==> src/rtl/irqu_pkg.sv <==
package irqu_pkg;

    localparam int REG_W   = 32;
    localparam int NUM_EVT = 7;

    // status bit positions (software decodes these)
    localparam int POS_RXRDY   = 0;
    localparam int POS_TXEMPTY = 1;
    localparam int POS_TXIDLE  = 2;
    localparam int POS_OVERRUN = 3;
    localparam int POS_CSRISE  = 8;
    localparam int POS_CSFALL  = 9;
    localparam int POS_INSTEND = 10;
    localparam int POS_ENLIVE  = 24;

    typedef enum logic [1:0] {
        REG_STATUS  = 2'd0,
        REG_ENABLE  = 2'd1,
        REG_DISABLE = 2'd2,
        REG_MASK    = 2'd3
    } reg_sel_e;

    typedef enum logic {
        BUS_IDLE = 1'b0,
        BUS_RESP = 1'b1
    } bus_state_e;

    typedef struct packed {
        logic rd_status;
        logic rd_any;
        logic wr_enable;
        logic wr_disable;
    } bus_cmd_t;

    function automatic int evt_pos(input int idx);
        int p;
        unique case (idx)
            0:       p = POS_RXRDY;
            1:       p = POS_TXEMPTY;
            2:       p = POS_TXIDLE;
            3:       p = POS_OVERRUN;
            4:       p = POS_CSRISE;
            5:       p = POS_CSFALL;
            default: p = POS_INSTEND;
        endcase
        return p;
    endfunction

    function automatic logic [REG_W-1:0] evt_to_word(input logic [NUM_EVT-1:0] ev);
        logic [REG_W-1:0] w;
        w = '0;
        for (int i = 0; i < NUM_EVT; i++) begin
            w[evt_pos(i)] = ev[i];
        end
        return w;
    endfunction

    localparam logic [REG_W-1:0] STICKY_BITS = evt_to_word({NUM_EVT{1'b1}});

endpackage

==> src/rtl/irqu_flags.sv <==
module irqu_flags
    import irqu_pkg::*;
(
    input  logic             clk,
    input  logic             rst,
    input  logic [REG_W-1:0] set_word,
    input  logic             clr_all,
    output logic [REG_W-1:0] flags_q
);

    // a new event wins over a same-cycle clearing read
    for (genvar b = 0; b < REG_W; b++) begin : g_bit
        if (STICKY_BITS[b]) begin : g_flop
            always_ff @(posedge clk) begin
                if (rst) begin
                    flags_q[b] <= 1'b0;
                end else if (set_word[b]) begin
                    flags_q[b] <= 1'b1;
                end else if (clr_all) begin
                    flags_q[b] <= 1'b0;
                end
            end
        end else begin : g_tie
            assign flags_q[b] = 1'b0;
        end
    end

endmodule

==> src/rtl/irqu_mask.sv <==
module irqu_mask
    import irqu_pkg::*;
(
    input  logic             clk,
    input  logic             rst,
    input  logic             set_en,
    input  logic             clr_en,
    input  logic [REG_W-1:0] wdata,
    output logic [REG_W-1:0] mask_q
);

    for (genvar b = 0; b < REG_W; b++) begin : g_bit
        if (STICKY_BITS[b]) begin : g_flop
            always_ff @(posedge clk) begin
                if (rst) begin
                    mask_q[b] <= 1'b0;
                end else if (set_en && wdata[b]) begin
                    mask_q[b] <= 1'b1;
                end else if (clr_en && wdata[b]) begin
                    mask_q[b] <= 1'b0;
                end
            end
        end else begin : g_tie
            assign mask_q[b] = 1'b0;
        end
    end

endmodule

==> src/rtl/irqu_bus.sv <==
module irqu_bus
    import irqu_pkg::*;
#(
    parameter int ADDR_W = 4
) (
    input  logic              clk,
    input  logic              rst,
    input  logic              sel,
    input  logic              wr,
    input  logic [ADDR_W-1:0] addr,
    input  logic [REG_W-1:0]  status_word,
    input  logic [REG_W-1:0]  mask_word,
    output bus_cmd_t          cmd,
    output logic [REG_W-1:0]  rdata,
    output logic              rvalid
);

    localparam int REG_LSB = 2;
    localparam int WIN_LSB = REG_LSB + 2;

    bus_state_e       state_q, state_d;
    reg_sel_e         reg_sel;
    logic             in_window;
    logic [REG_W-1:0] rdata_q;

    assign reg_sel = reg_sel_e'(addr[WIN_LSB-1:REG_LSB]);

    if (ADDR_W > WIN_LSB) begin : g_win
        assign in_window = (addr[ADDR_W-1:WIN_LSB] == '0);
    end else begin : g_nowin
        assign in_window = 1'b1;
    end

    always_comb begin
        cmd            = '0;
        cmd.rd_any     = sel && !wr;
        cmd.rd_status  = sel && !wr && in_window && (reg_sel == REG_STATUS);
        cmd.wr_enable  = sel && wr && in_window && (reg_sel == REG_ENABLE);
        cmd.wr_disable = sel && wr && in_window && (reg_sel == REG_DISABLE);
    end

    // state register
    always_ff @(posedge clk) begin
        if (rst) begin
            state_q <= BUS_IDLE;
        end else begin
            state_q <= state_d;
        end
    end

    // next state
    always_comb begin
        state_d = state_q;
        unique case (state_q)
            BUS_IDLE: if (cmd.rd_any) state_d = BUS_RESP;
            BUS_RESP: if (!cmd.rd_any) state_d = BUS_IDLE;
            default:  state_d = BUS_IDLE;
        endcase
    end

    // read data capture
    always_ff @(posedge clk) begin
        if (rst) begin
            rdata_q <= '0;
        end else if (cmd.rd_any) begin
            if (!in_window) begin
                rdata_q <= '0;
            end else begin
                unique case (reg_sel)
                    REG_STATUS: rdata_q <= status_word;
                    REG_MASK:   rdata_q <= mask_word;
                    default:    rdata_q <= '0;
                endcase
            end
        end
    end

    // outputs
    always_comb begin
        rvalid = (state_q == BUS_RESP);
        rdata  = rvalid ? rdata_q : '0;
    end

endmodule

==> src/rtl/flash_irq_unit.sv <==
module flash_irq_unit
    import irqu_pkg::*;
#(
    parameter int ADDR_W = 4
) (
    input  logic              clk,
    input  logic              rst,
    input  logic              bus_sel,
    input  logic              bus_wr,
    input  logic [ADDR_W-1:0] bus_addr,
    input  logic [31:0]       bus_wdata,
    output logic [31:0]       bus_rdata,
    output logic              bus_rvalid,
    input  logic [6:0]        evt_i,
    input  logic              ctrl_en_i,
    output logic              irq_o,
    output logic              cmd_done_o
);

    bus_cmd_t         cmd;
    logic [REG_W-1:0] flag_vec;
    logic [REG_W-1:0] mask_vec;
    logic [REG_W-1:0] evt_word;
    logic [REG_W-1:0] status_word;

    assign evt_word = evt_to_word(evt_i);

    always_comb begin
        status_word              = flag_vec;
        status_word[POS_ENLIVE]  = ctrl_en_i;
    end

    irqu_bus #(.ADDR_W(ADDR_W)) u_bus (
        .clk         (clk),
        .rst         (rst),
        .sel         (bus_sel),
        .wr          (bus_wr),
        .addr        (bus_addr),
        .status_word (status_word),
        .mask_word   (mask_vec),
        .cmd         (cmd),
        .rdata       (bus_rdata),
        .rvalid      (bus_rvalid)
    );

    irqu_flags u_flags (
        .clk      (clk),
        .rst      (rst),
        .set_word (evt_word),
        .clr_all  (cmd.rd_status),
        .flags_q  (flag_vec)
    );

    irqu_mask u_mask (
        .clk    (clk),
        .rst    (rst),
        .set_en (cmd.wr_enable),
        .clr_en (cmd.wr_disable),
        .wdata  (bus_wdata),
        .mask_q (mask_vec)
    );

    assign irq_o      = |(flag_vec & mask_vec);
    assign cmd_done_o = flag_vec[POS_INSTEND] & flag_vec[POS_CSRISE];

endmodule

==> config.mk <==
export PLATFORM = sky130hd
export DESIGN_NAME = flash_irq_unit
export DESIGN_NICKNAME = d
export VERILOG_FILES = /design/src/rtl/irqu_pkg.sv /design/src/rtl/irqu_flags.sv /design/src/rtl/irqu_mask.sv /design/src/rtl/irqu_bus.sv /design/src/rtl/flash_irq_unit.sv
export SDC_FILE = /design/constraint.sdc
export NUM_CORES = 1
export LEC_CHECK = 0
export BUFFER_PORTS_ARGS = -buffer_cell sky130_fd_sc_hd__buf_2
export CORE_ASPECT_RATIO = 1.4
export CORE_MARGIN = 2
export CORE_UTILIZATION = 55
export CTS_BUF_LIST = sky130_fd_sc_hd__clkbuf_8
export DETAILED_ROUTE_END_ITERATION = 16
export GPL_TIMING_DRIVEN = 0
export PLACE_DENSITY = 0.89
export SYNTH_ARGS = -nofsm -noshare
export SYNTH_HDL_FRONTEND = slang
export SYNTH_HIERARCHICAL = 1
export SYNTH_SLANG_ARGS = --single-unit
==> constraint.sdc <==
create_clock -name clk -period 3.72 [get_ports clk]
set_input_delay 0 -clock clk [delete_from_list [all_inputs] [get_ports clk]]
set_output_delay 0 -clock clk [all_outputs]
set_load 0.01 [all_outputs]
## Word level (Yosys, flattened, before mapping)

Index checks and enable logic that the tools add are counted.

- Equality and inequality tests: 3
- Multiplexer cells: 25
- Bitwise gates (word level): 2
- Reductions and logical operators: 36

Operators by type and width:

| kind | number |
|---|---|
| $pmux W25 S2 | 1 |
| $mux W32 | 1 |
| $reduce_or A32 Y1 | 1 |
| $reduce_bool A2 Y1 | 14 |
| $mux W1 | 23 |
| $logic_and A1 B1 Y1 | 19 |
| $and A11 B11 Y11 | 1 |
| $eq A2 B2 Y1 const B | 2 |
| $eq A2 B1 Y1 const B | 1 |
| $logic_not A2 Y1 | 1 |
| $and A1 B1 Y1 | 1 |
| $logic_not A1 Y1 | 1 |

- Flip-flop bits (word level): 47
- Bits of input ports: 48
- Output and inout bits: 35
- Word-level logic and storage cells: 82

## Logic depth before layout (Yosys ltp)

- Depth after elaboration: 5
- Mapped depth: 7
- Depth with buffers taken out: 5

## Modules after synthesis

The synthesis kept the hierarchy.

By module, submodules not included:

| module | instances | cells an instance | area each (um^2) | seq. area each (um^2) |
|---|---|---|---|---|
| irqu_bus | 1 | 196 | 1731.7 | 660.6 |
| irqu_mask | 1 | 54 | 462.9 | 140.1 |
| irqu_flags | 1 | 54 | 436.7 | 140.1 |
| flash_irq_unit | 1 | 23 | 172.7 | 0.0 |

## Worst setup path after synthesis

No wires, ideal clock.

- Path type: input -> register
- From: in bus_addr[2]
- To: reg u_bus.rdata_q[0]
- Library setup time: 0.092 ns
- Arrival: 1.191 ns
- Required time: 3.628 ns
- Setup slack: 2.437 ns
- Cell stages on the path: 6
- Path buffers: 2
- Cell sequence: inv_1 > ha_1 > or4b_4 > buf_6 > buf_6 > o32ai_1

- Cells in the longest elaborated chain, start to end: 2
- Elaborated cells on any way between the ends: 3
- Those cells by class: 1 x eq/ne; 1 x mux; 1 x reduce/logical

Ends and longest elaborated chain:

| item | line | source |
|---|---|---|
| start: declaration | flash_irq_unit.sv:10 | `input logic [ADDR_W-1:0] bus_addr,` |
| $eq A2 B2 Y1 / $logic_not A2 Y1 (equally long branches) | irqu_bus.sv:69 | `unique case (reg_sel)` |
| $pmux W25 S2 * | irqu_bus.sv:69 |  |
| end signal: assignment | irqu_bus.sv:70 | `REG_STATUS: rdata_q <= status_word;` |
| end signal: assignment | irqu_bus.sv:71 | `REG_MASK: rdata_q <= mask_word;` |
| end: declaration | irqu_bus.sv:24 | `logic [REG_W-1:0] rdata_q;` |

Mark *: on every way between the ends. The rest lies on a longest branch, timed or not.
A chain may end at the register's enable or synchronous reset.

## Final worst setup path

- From: reg u_flags.flags_q[3]
- To: out irq_o

- Cells in the longest elaborated chain, start to end: 2

Ends and longest elaborated chain:

| item | line | source |
|---|---|---|
| start: declaration | irqu_flags.sv:8 | `output logic [REG_W-1:0] flags_q` |
| start signal: indexed assignment | irqu_flags.sv:16 | `flags_q[b] <= 1'b0;` |
| start signal: indexed assignment | irqu_flags.sv:18 | `flags_q[b] <= 1'b1;` |
| start signal: indexed assignment | irqu_flags.sv:20 | `flags_q[b] <= 1'b0;` |
| $and A11 B11 Y11 | flash_irq_unit.sv:63 | `assign irq_o = \|(flag_vec & mask_vec);` |
| $reduce_or A32 Y1 | flash_irq_unit.sv:63 |  |
| end: declaration | flash_irq_unit.sv:16 | `output logic irq_o,` |

Every way passes these cells.

==> run metrics <==
Top-Level Pins=just over 80; maximum clock frequency=589.3 MHz; capturing element type of the critical path=primary output; CP Buf/Inv Count=1; maximum level of the CTS H-tree=2; source-to-sink clock delay at the later pin of the worst-skew pair=0.30 ns; Sink Count=47; First DRT Iteration DRCs=a little over 100; detailed-route DRC error count=0; CP arrival=about 1.7 ns; deepest clock path buffer count=2; Total Die Area=5672 um2; dominant delay contributor by cell family on the critical path=simple AND/OR/NAND/NOR gates; Critical Path Source Type=flop; headroom to the max-slew limit=65.92%; kind of critical path=reg -> out; number of fillers in the final layout=390; count of mapped cells out of synthesis=325; sequence of cells on the critical path=a22oi_2 -> nand4_1 -> or4_1 -> buf_2; placed instance area=3328 um2; peak supply drop=253.0 uV; Worst-path clk slew=0.08 ns; final worst slack=2.023 ns; pre-CTS setup slack=approximately 2.1 ns; Post-Route Setup TNS=0 ns; CTS tree=yes; HPWL Detailed=4854 um; RD Place Congestion=0.8435; height of the die=between 80 and 90 um; CTS Buf Count=5; highest-count cells in the layout ignoring fill and taps=sky130_fd_sc_hd__buf_2, sky130_fd_sc_hd__buf_4, sky130_fd_sc_hd__conb_1; cell with the largest stage delay on the worst path=sky130_fd_sc_hd__or4_1; worst hold path class=in -> reg; number of gates resized after CTS=0; floorplan row count=30; Placed Cells incl. Taps=around 490; Max-Cap Viols=0; Post-Syn Area per Cell=between 8 and 9 um2; remaining antenna violation count=0; gr usage total=25.62%; clock period minus worst slack=1.697 ns; number of vias in the routed layout=2,565; initial cell density of the core=a little under three fifths; Syn-to-layout area delta=27.87%; die width=64.23 um; pin slew with the least headroom to its limit=0.5111 ns; initial antenna violation count=0; worst setup skew after layout=0.005241 ns; power density cells=between 200 and 300 nW/um2; setup repair after global routing missed its margin=no; design area=3571 um2; Buffers on Ports=55; final number of max-transition violations=0; combined area of the multi-input logic cells=1383 um2; Yosys warnings=6; wire length of the first global-routing pass=roughly 11,000 um; core box area=between 4000 and 5000 um2; register cell area after layout=around 940 um2; pin count of the biggest net entering global routing=16; Lkg Pwr=1.630 nW; overflow left after global routing=0; Layout Nets=501; sum of routed wire length over all layers=6727 um; post-detailed-route wirelength per cell=between 10 and 15 um; share of final-layout standard cells stronger than drive strength 1=26.50%; non-filler instance count after layout=513; crit-path max cell delay=0.55 ns; number of global-route vias before repair=2,509; endpoints failing setup=0; Vias/cell=5.000; antenna fix cells=0; detailed-router iteration count before antenna repair=5; ratio of final minimum period to clock period=45.62%; run status=complete, no violations; crit-path max FO=3; worst endpoint required time=3.72 ns; most common cell after layout, fill and taps aside=sky130_fd_sc_hd__buf_2; Clock Tree Root=sky130_fd_sc_hd__clkbuf_8; Syn Std Cell Area=2793 um2; hold violation count in the final report=0
[metal layers]
| metal | GRT usage [%] | wire (um) | up-vias |
|---|---|---|---|
| met5 | 0 | 0 | - |
| met2 | 49.15 | 3651 | 71 |
| met1 | 28.15 | 2605 | 1185 |
| met3 | 4.326 | 321 | 13 |
| met4 | 9.284 | 148 | 0 |
| li1 | - | - | 1296 |
[final timing paths]
check	startpoint	endpoint	slack, ns	depth (start not counted)
setup / recovery	u_flags/flags_q[3]	irq_o	2.02	4
hold / removal	ctrl_en_i	u_bus/rdata_q[24]	0.009	3
setup reg to reg	u_mask/mask_q[1]	u_bus/rdata_q[1]	2.79	2
hold reg to reg	u_bus/rdata_q[20]	u_bus/rdata_q[20]	0.47	2
[stage by stage]
| step | power, mW | utilization (%) | hold WS (ns) |
|---|---|---|---|
| finish | 1.065 | 73.18 | 0.008550 |
| global route | 1.114 | 73.18 | 0.003241 |
| CTS | 1.054 | 73.18 | 0.006137 |
| detailed placement | 0.6970 | 68.21 | 0.2416 |
| global placement | 0.6936 | 68.21 | 0.2357 |
| floorplan | 0.6605 | - | 0.06907 |
[worst register-to-register path, cell delays in order, from the launching register on]
cell and delay, ns:
sky130_fd_sc_hd__dfxtp_1 0.34, sky130_fd_sc_hd__a22oi_1 0.33, sky130_fd_sc_hd__o32ai_1 0.13
[where the power goes]
group	leakage [nW]	internal [mW]	total, mW	switching, mW
logic	1.19	0.0919	0.184	0.0926
clock network	0.0554	0.194	0.354	0.159
registers	0.382	0.517	0.527	0.00987
total	1.63	0.803	1.06	0.262
[flip-flops by register name, summed over array words and instances (netlist names)]
name / cells
u_bus/rdata_q: 32
u_bus/rvalid: 1
u_flags/flags_q: 7
u_mask/mask_q: 7
[layout make-up]
cell class | instances | share of cell area (%)
Multi-Input combinational cell | 213 | 38.72
Buffer | 72 | 13.88
Sequential cell | 47 | 26.35
Timing Repair Buffer | 69 | 11.63
Tap cell | 64 | 2.242
Inverter | 41 | 4.310
Clock inverter | 2 | 0.9460
Clock buffer | 5 | 1.927
[repair_timing]
action | 4_1_cts | 5_1_grt
setup buffers | 0 | 0
endpoints found under the hold margin | 14 | 0
hold buffers | 14 | 0
No activity file was read; power rests on OpenSTA's default activity.
